`src/rtl/pfd_pkg.sv`:
```
package pfd_pkg;

   // Pump command carried by the state machine
   typedef enum logic [1:0] {
      PUMP_OFF = 2'b00,
      PUMP_UP  = 2'b01,
      PUMP_DN  = 2'b10
   } pump_e;

   // Twelve reachable states: three pump modes times two tracked input levels
   typedef struct packed {
      pump_e mode;
      logic  ref_lvl;
      logic  fbk_lvl;
   } pfd_state_t;

   localparam pfd_state_t PFD_IDLE_STATE = '{mode: PUMP_OFF, ref_lvl: 1'b0, fbk_lvl: 1'b0};

   // Mode step on the rising-edge pulses of one cycle
   function automatic pump_e pfd_step(pump_e cur, logic rise_ref, logic rise_fbk);
      pump_e nxt;
      nxt = cur;
      if (rise_ref && rise_fbk) begin
         nxt = PUMP_OFF;
      end else begin
         case (cur)
            PUMP_OFF: begin
               if (rise_ref)      nxt = PUMP_UP;
               else if (rise_fbk) nxt = PUMP_DN;
            end
            PUMP_UP:  if (rise_fbk) nxt = PUMP_OFF;
            PUMP_DN:  if (rise_ref) nxt = PUMP_OFF;
            default:  nxt = PUMP_OFF;
         endcase
      end
      return nxt;
   endfunction

endpackage

```
`src/rtl/pfd_sync.sv`:
```
module pfd_sync #(
   parameter int STAGES = 2
) (
   input  logic clk,
   input  logic rst,
   input  logic d_i,
   output logic q_o
);

   localparam int LAST = STAGES - 1;

   if (STAGES < 2) begin : g_bad_depth
      $error("pfd_sync: STAGES must be at least 2");
   end

   logic [LAST:0] chain_q;

   always_ff @(posedge clk) begin
      if (rst) chain_q <= '0;
      else     chain_q <= {chain_q[LAST-1:0], d_i};
   end

   assign q_o = chain_q[LAST];

endmodule

```
`src/rtl/pfd_fsm.sv`:
```
module pfd_fsm
   import pfd_pkg::*;
(
   input  logic  clk,
   input  logic  rst,
   input  logic  ref_s,
   input  logic  fbk_s,
   output pump_e mode_o
);

   pfd_state_t st_q, st_d;
   logic       rise_ref, rise_fbk;

   // Edge detection against the levels held inside the state
   assign rise_ref = ref_s & ~st_q.ref_lvl;
   assign rise_fbk = fbk_s & ~st_q.fbk_lvl;

   always_comb begin
      st_d         = st_q;
      st_d.mode    = pfd_step(st_q.mode, rise_ref, rise_fbk);
      st_d.ref_lvl = ref_s;
      st_d.fbk_lvl = fbk_s;
   end

   always_ff @(posedge clk) begin
      if (rst) st_q <= PFD_IDLE_STATE;
      else     st_q <= st_d;
   end

   assign mode_o = st_q.mode;

   AST_RESET_IDLE: assert property (@(posedge clk) rst |=> st_q.mode == PUMP_OFF);
   AST_COINCIDENT_IDLE: assert property (@(posedge clk) disable iff (rst)
      (rise_ref && rise_fbk) |=> st_q.mode == PUMP_OFF);
   AST_UP_START: assert property (@(posedge clk) disable iff (rst)
      (st_q.mode == PUMP_OFF && rise_ref && !rise_fbk) |=> st_q.mode == PUMP_UP);
   AST_UP_STOP: assert property (@(posedge clk) disable iff (rst)
      (st_q.mode == PUMP_UP && rise_fbk && !rise_ref) |=> st_q.mode == PUMP_OFF);
   AST_DN_START: assert property (@(posedge clk) disable iff (rst)
      (st_q.mode == PUMP_OFF && rise_fbk && !rise_ref) |=> st_q.mode == PUMP_DN);
   AST_DN_STOP: assert property (@(posedge clk) disable iff (rst)
      (st_q.mode == PUMP_DN && rise_ref && !rise_fbk) |=> st_q.mode == PUMP_OFF);
   AST_NO_EDGE_HOLD: assert property (@(posedge clk) disable iff (rst)
      (!rise_ref && !rise_fbk) |=> $stable(st_q.mode));
   AST_LEGAL_MODE: assert property (@(posedge clk) disable iff (rst)
      st_q.mode != pump_e'(2'b11));

endmodule

```
`src/rtl/pfd_drive.sv`:
```
module pfd_drive
   import pfd_pkg::*;
#(
   parameter bit OUT_REG = 1'b0
) (
   input  logic  clk,
   input  logic  rst,
   input  pump_e mode_i,
   output logic  up_o,
   output logic  dn_o,
   output logic  lock_o
);

   if (OUT_REG) begin : g_registered
      logic up_q, dn_q, lock_q;
      always_ff @(posedge clk) begin
         if (rst) begin
            up_q   <= 1'b0;
            dn_q   <= 1'b0;
            lock_q <= 1'b1;
         end else begin
            up_q   <= (mode_i == PUMP_UP);
            dn_q   <= (mode_i == PUMP_DN);
            lock_q <= (mode_i == PUMP_OFF);
         end
      end
      assign up_o   = up_q;
      assign dn_o   = dn_q;
      assign lock_o = lock_q;
   end else begin : g_direct
      assign up_o   = (mode_i == PUMP_UP);
      assign dn_o   = (mode_i == PUMP_DN);
      assign lock_o = (mode_i == PUMP_OFF);
   end

   AST_PUMP_EXCLUSIVE: assert property (@(posedge clk) disable iff (rst)
      !(up_o && dn_o));
   AST_LOCK_IS_IDLE: assert property (@(posedge clk) disable iff (rst)
      lock_o == !(up_o || dn_o));

endmodule

```
`src/rtl/pfd_core.sv`:
```
module pfd_core
   import pfd_pkg::*;
#(
   parameter int SYNC_STAGES = 2,
   parameter bit OUT_REG     = 1'b0
) (
   input  logic clk,
   input  logic rst,
   input  logic ref_i,
   input  logic fbk_i,
   output logic up_o,
   output logic dn_o,
   output logic lock_o
);

   localparam int N_INPUTS   = 2;
   localparam int IDX_REF    = 0;
   localparam int IDX_FBK    = 1;
   localparam int EDGE_DELAY = SYNC_STAGES + 1 + int'(OUT_REG);

   if (SYNC_STAGES < 2 || EDGE_DELAY > 16) begin : g_bad_params
      $error("pfd_core: SYNC_STAGES must lie between 2 and 15");
   end

   logic [N_INPUTS-1:0] raw_in, sync_in;
   pump_e               mode;

   assign raw_in[IDX_REF] = ref_i;
   assign raw_in[IDX_FBK] = fbk_i;

   for (genvar g = 0; g < N_INPUTS; g++) begin : g_sync
      pfd_sync #(.STAGES(SYNC_STAGES)) u_sync (
         .clk (clk),
         .rst (rst),
         .d_i (raw_in[g]),
         .q_o (sync_in[g])
      );
   end

   pfd_fsm u_fsm (
      .clk    (clk),
      .rst    (rst),
      .ref_s  (sync_in[IDX_REF]),
      .fbk_s  (sync_in[IDX_FBK]),
      .mode_o (mode)
   );

   pfd_drive #(.OUT_REG(OUT_REG)) u_drive (
      .clk    (clk),
      .rst    (rst),
      .mode_i (mode),
      .up_o   (up_o),
      .dn_o   (dn_o),
      .lock_o (lock_o)
   );

endmodule

```
`config.mk`:
```
export PLATFORM = sky130hd
export DESIGN_NAME = pfd_core
export DESIGN_NICKNAME = d
export VERILOG_FILES = /design/src/rtl/pfd_pkg.sv /design/src/rtl/pfd_sync.sv /design/src/rtl/pfd_fsm.sv /design/src/rtl/pfd_drive.sv /design/src/rtl/pfd_core.sv
export SDC_FILE = /design/constraint.sdc
export NUM_CORES = 1
export LEC_CHECK = 0
export ABC_AREA = 1
export ABC_CLOCK_PERIOD_IN_PS = 800
export BUFFER_PORTS_ARGS = -buffer_cell sky130_fd_sc_hd__buf_2
export CAP_MARGIN = 20
export CORE_AREA = 2 2 39 41
export CTS_CLUSTER_SIZE = 30
export DETAILED_ROUTE_END_ITERATION = 16
export DIE_AREA = 0 0 41 43
export HOLD_SLACK_MARGIN = 0.06
export SLEW_MARGIN = 20
export SYNTH_ARGS = -nofsm -noshare
export SYNTH_HDL_FRONTEND = slang
export SYNTH_SLANG_ARGS = --single-unit
```
`constraint.sdc`:
```
create_clock -name clk -period 0.8 [get_ports clk]
set_input_delay 0.04 -clock clk [delete_from_list [all_inputs] [get_ports clk]]
set_output_delay 0.04 -clock clk [all_outputs]
set_load 0.02 [all_outputs]
```
== After elaboration in Yosys (flattened, before gate mapping) ==
Index checks and enable logic that the tools add are counted.
Word-level totals
  input bits: 4
  logic and storage cells: 23
  register bits after elaboration: 8
Operators by class
  bitwise operators: 4
  mux-type cells: 5
  reductions and logical operators: 4
  equal/unequal tests: 5
Operator list (count)
  two-way mux 2 bit: 4
  one-hot mux 2 bit (3 select lines): 1
  != test 2 x 1 -> 1 bit, second input constant: 2
  != test 3 x 1 -> 1 bit, second input constant: 1
  AND reduction 3 bit: 1
  AND 1 bit: 2
  equality test 2 x 1 -> 1 bit, second input constant: 1
  equality test 2 bit, second input constant: 1
  logical NOT 2 bit: 1
  inverter 1 bit: 2
  OR reduction 2 bit: 1
  logical AND 1 bit: 1

== Longest topological paths before layout ==
  depth in word-level cells: 5
  depth in mapped cells: 5

== By module ==
Synthesis repeated with hierarchy kept, for this count alone.
Second synthesis, totals
  cells, all modules: 39
  area, all modules: 291.5 µm²
By module, submodules not included
  pfd_fsm: area an instance 162.7 µm², times used 1, sequential area each 80.1 µm², cells an instance 22
  pfd_sync: area an instance 55.1 µm², times used 2, sequential area each 40.0 µm², cells an instance 6
  pfd_drive: area an instance 18.8 µm², times used 1, sequential area each 0.0 µm², cells an instance 5

== Least setup slack after synthesis ==
Ideal clock, no wire load.
  path type: reg-to-reg
  start point: register g_sync[0].u_sync.chain_q[1]
  end point: register u_fsm.st_q (netlist bit u_fsm.mode_o[0])
  path slack: 0.088 ns
  cell stages (with the launch flop): 4
  path buffers: 0
  required time: 0.682 ns
  setup time: 0.118 ns
  arrival: 0.594 ns
  period minus slack after synthesis: 0.712 ns
  path through: dfxtp_1 nand2_1 o21bai_1 nor2_1
On the way
  cells in the longest elaborated chain, start to end: 3
RTL lines
  start, declared: RTL line pfd_sync.sv:16  | logic [LAST:0] chain_q;
  start signal, assigned: RTL line pfd_sync.sv:20  | else chain_q <= {chain_q[LAST-1:0], d_i};
  AND 1 bit *: RTL line pfd_fsm.sv:15  | assign rise_ref = ref_s & ~st_q.ref_lvl;
  != test 3 x 1 -> 1 bit (no source line) (tied with other cells)
  AND reduction 3 bit (no source line) (tied with other cells)
  end signal, assigned: RTL line pfd_fsm.sv:27  | else st_q <= st_d;
  end, declared: RTL line pfd_fsm.sv:11  | pfd_state_t st_q, st_d;
Mark *: on every way between the ends. The rest lies on a longest branch, timed or not.
A chain may end at the register's enable or synchronous reset.

== Worst setup path after layout ==
  start point: register u_fsm.st_q (netlist bit u_fsm.mode_o[1])
  end point: output dn_o
On the way
  cells in the longest elaborated chain, start to end: 1
RTL lines
  equality test 2 bit: RTL line pfd_drive.sv:32  | assign dn_o = (mode_i == PUMP_DN);
  end, declared: RTL line pfd_core.sv:12  | output logic dn_o,
Every way passes these cells.

==> impl_metrics.env <==
export IMPL_status="finished with violations"
export IMPL_violations="negative setup slack"
export IMPL_path_depth=3
export IMPL_synth_largest_area_cell="dfxtp_1"
export IMPL_worst_r2r_endpoint="u_fsm.mode_o[0]$_SDFFE_PP0P_"
export IMPL_synthDistinctLibCells=7
export IMPL_viasPerCell=3.676
export IMPL_path_clk_slew_ns=0.05
export IMPL_finalClockSkew_ns=0.001867
export IMPL_yosys_area_top_type_share_pct=56.14
export IMPL_gp_congestion=0.5709
export IMPL_synthArstFlopShare_pct=0
export IMPL_synth_top_family_by_area="simple AND/OR/NAND/NOR gates"
export IMPL_fin_nets=61
export IMPL_slowest_stage="dfxtp_2"
export IMPL_vdd_ir_drop_max_mv=0.6524
export IMPL_first_iter_violations=2
export IMPL_max_freq_ghz=1.098
export IMPL_synth_commonest_cells="nor2_1, inv_1, dfxtp_1"
export IMPL_hold_violations=0
export IMPL_place_inst=62
export IMPL_cp_endpoint="dn_o"
export IMPL_grt_pass1_vias=213
export IMPL_p_leak_nw=0.2199
export IMPL_core_sq_um=1384
export IMPL_max_slew_margin_rel_pct=85.88
export IMPL_rsz0062_at_grt="true"
export IMPL_synthXorXnorAreaFrac_pct=0
export IMPL_cts_made_buffers=3
export IMPL_regToRegSetupSlack_ns=-0.03
export IMPL_p_per_area_nw_per_um2=1882
export IMPL_netlist_instances=40
export IMPL_finalCritPeriodShare_pct=113.8
export IMPL_synthSimpleGateAreaFrac_pct=25.44
export IMPL_cts_tree="done"
export IMPL_critPathTopFamily="flip-flops"
export IMPL_syn_avg_cell_area_sq_um=7.132
export IMPL_fp_dieW_microns=41
export IMPL_synth_most_common_cell="nor2_1"
export IMPL_start_util_pct=20.61
export IMPL_period_minus_slack_ns=0.9108
export IMPL_syn_nets=44
export IMPL_r2r_cells=6
export IMPL_cts_buffer_depth=2
export IMPL_synthMuxAreaShare_pct=0
export IMPL_hold_path_class="input port to flip-flop"
export IMPL_cp_data_required_time_ns=0.76
export IMPL_synth_seq_cells=8
export IMPL_antenna_found_initial=0
export IMPL_final_antenna_net_count=0
export IMPL_total_power_uw=836.1
export IMPL_final_util_pct=32.10
export IMPL_cap_violations=0
export IMPL_root_buffer="clkbuf_4"
export IMPL_seq_area_frac_synth_pct=56.14
export IMPL_synth_main_ff_cell="dfxtp_1"
export IMPL_io_pins=7
export IMPL_yosys_area_share_adder_pct=0
export IMPL_cp_cell_sequence="inv_4 > nor2_1 > buf_4"
export IMPL_critPathLaunchType="flip-flop"
export IMPL_wl_per_cell_microns=6.859
export IMPL_drcViolationCount=0
export IMPL_final_layout_size_suffix_gt1_share_pct=43.64
export IMPL_path_buf_inv=2
export IMPL_firstDrtPassIters=2
export IMPL_final_cells=71
export IMPL_layout_setup_ws_ns=-0.1108
export IMPL_row_count=14
export IMPL_die_area_sq_um=1763
export IMPL_netlist_area_sq_um=285.3
export IMPL_worst_pin_slew_ns=0.2112
export IMPL_num_antenna_cells=0
export IMPL_syn_to_final_growth_pct=55.70
export IMPL_grt_pass1_wl_microns=752
export IMPL_cts_sinks=8
export IMPL_critPathArrivalTime_ns=0.87
export IMPL_place_hpwl_microns=295.6
export IMPL_portBuffers=6
export IMPL_synth_area_leaders="dfxtp_1, nor2_1, inv_1, nand2_1, o21bai_1"
export IMPL_yosys_warnings=0
export IMPL_postRouteWirelength_microns=487
export IMPL_grt_use_total_pct=6.539
export IMPL_end_kind="output port"
export IMPL_totalNegativeSetupSlack_ns=-0.3134
export IMPL_num_vias=261
export IMPL_critical_path_class="flip-flop to output port"
export IMPL_synth_edff_count=0
export IMPL_clock_latency_ns=0.25
export IMPL_overflow=0
export IMPL_drv_slew=0
export IMPL_fp_dieH_microns=43
export IMPL_max_stage_delay_ns=0.33
export IMPL_grt_start_max_net_pins=7
export IMPL_cp_startpoint="u_fsm.mode_o[1]$_SDFFE_PP0P_"
export IMPL_finalSetupViolCount=4
export IMPL_h_tree_depth=1
export IMPL_synth_compound_area_share_pct=2.632
export IMPL_cp_max_fo=4
export IMPL_r2r_start="u_fsm.mode_o[0]$_SDFFE_PP0P_"
-- flip-flops by register name (all words and copies together) (netlist names) --
name,flops
u_fsm.mode_o,2
g_sync.u_sync.chain_q,4
u_fsm.st_q,2
-- repair_timing --
item	4_1_cts	5_1_grt
endpoints found under the hold margin	6	0
setup buffers	3	0
setup endpoints to repair	3	5
pin swaps	3	3
gates resized for setup	13	4
hold buffers	3	0
-- logic make-up after synthesis --
logic type | after synthesis
flip-flops | 8
AND/OR/NAND/NOR | 19
AO/OA/AOI/OAI | 1
buffers and inverters | 12
-- area by class of cell --
cell class / instances / area, sq um
fillers: 155 / 939.7
well taps: 16 / 20.02
multi-input cells: 20 / 92.59
inverters: 12 / 47.55
clock buffers: 3 / 22.52
repair buffers: 12 / 97.59
flip-flops and latches: 8 / 163.9
-- through the flow --
| step | setup slack (ns) | hold slack, ns | area, sq um |
|---|---|---|---|
| after detailed placement | 0.03425 | 0.2486 | 335.3 |
| after CTS | -0.1130 | 0.07469 | 435.4 |
| after global placement | 0.04465 | 0.2374 | 335.3 |
| after global routing | -0.1526 | 0.09016 | 444.2 |
| final | -0.1108 | 0.09459 | 444.2 |
| after floorplan | 0.08807 | 0.1112 | 285.3 |
-- where the power goes --
| part | total (mW) | leakage [nW] | switching, mW | internal (mW) |
|---|---|---|---|---|
| Sequential | 0.427 | 0.0670 | 0.00907 | 0.418 |
| Clock | 0.293 | 0.0138 | 0.122 | 0.171 |
| Combinational | 0.116 | 0.139 | 0.0555 | 0.0607 |
-- tightest hold or removal path: stages --
cell      delay, ns
buf_2          0.09
o21bai_1       0.12
nor2_1         0.05
-- layer usage --
metal | share of wire, % | vias up | global-route usage [%]
met2 | 46 | 7 | 8.750
met4 | 1.4 | 0 | 6.000
met1 | 46 | 111 | 7.120
met3 | 6.0 | 2 | 3.141
li1 | - | 141 | -
met5 | 0 | - | 0
-- worst min path at each step --
stage          start                                     end  slack [ns]  depth (start not counted)
4_1_cts          rst            u_fsm.mode_o[1]$_SDFFE_PP0P_        0.07                          3
3_5_place_dp   fbk_i  g_sync[1].u_sync.chain_q[0]$_SDFF_PP0_        0.25                          3
5_1_grt          rst            u_fsm.mode_o[1]$_SDFFE_PP0P_        0.09                          3
2_1_floorplan    rst  g_sync[0].u_sync.chain_q[0]$_SDFF_PP0_        0.11                          1
3_3_place_gp   fbk_i  g_sync[1].u_sync.chain_q[0]$_SDFF_PP0_        0.24                          3
6_report         rst            u_fsm.mode_o[1]$_SDFFE_PP0P_        0.09                          3
-- cells in the final DEF (no fill, tap or decap) --
| master | instances |
|---|---|
| buf_2 | 3 |
| buf_4 | 4 |
| buf_6 | 2 |
| clkbuf_4 | 3 |
| dfxtp_1 | 5 |
| dfxtp_2 | 3 |
| dlygate4sd3_1 | 3 |
| inv_1 | 8 |
| inv_2 | 3 |
| inv_4 | 1 |
| nand2_1 | 1 |
| nand2_2 | 4 |
| nand3_1 | 1 |
| nor2_1 | 12 |
| nor2_2 | 1 |
| o21bai_1 | 1 |
(Power assumes the default switching activity.)
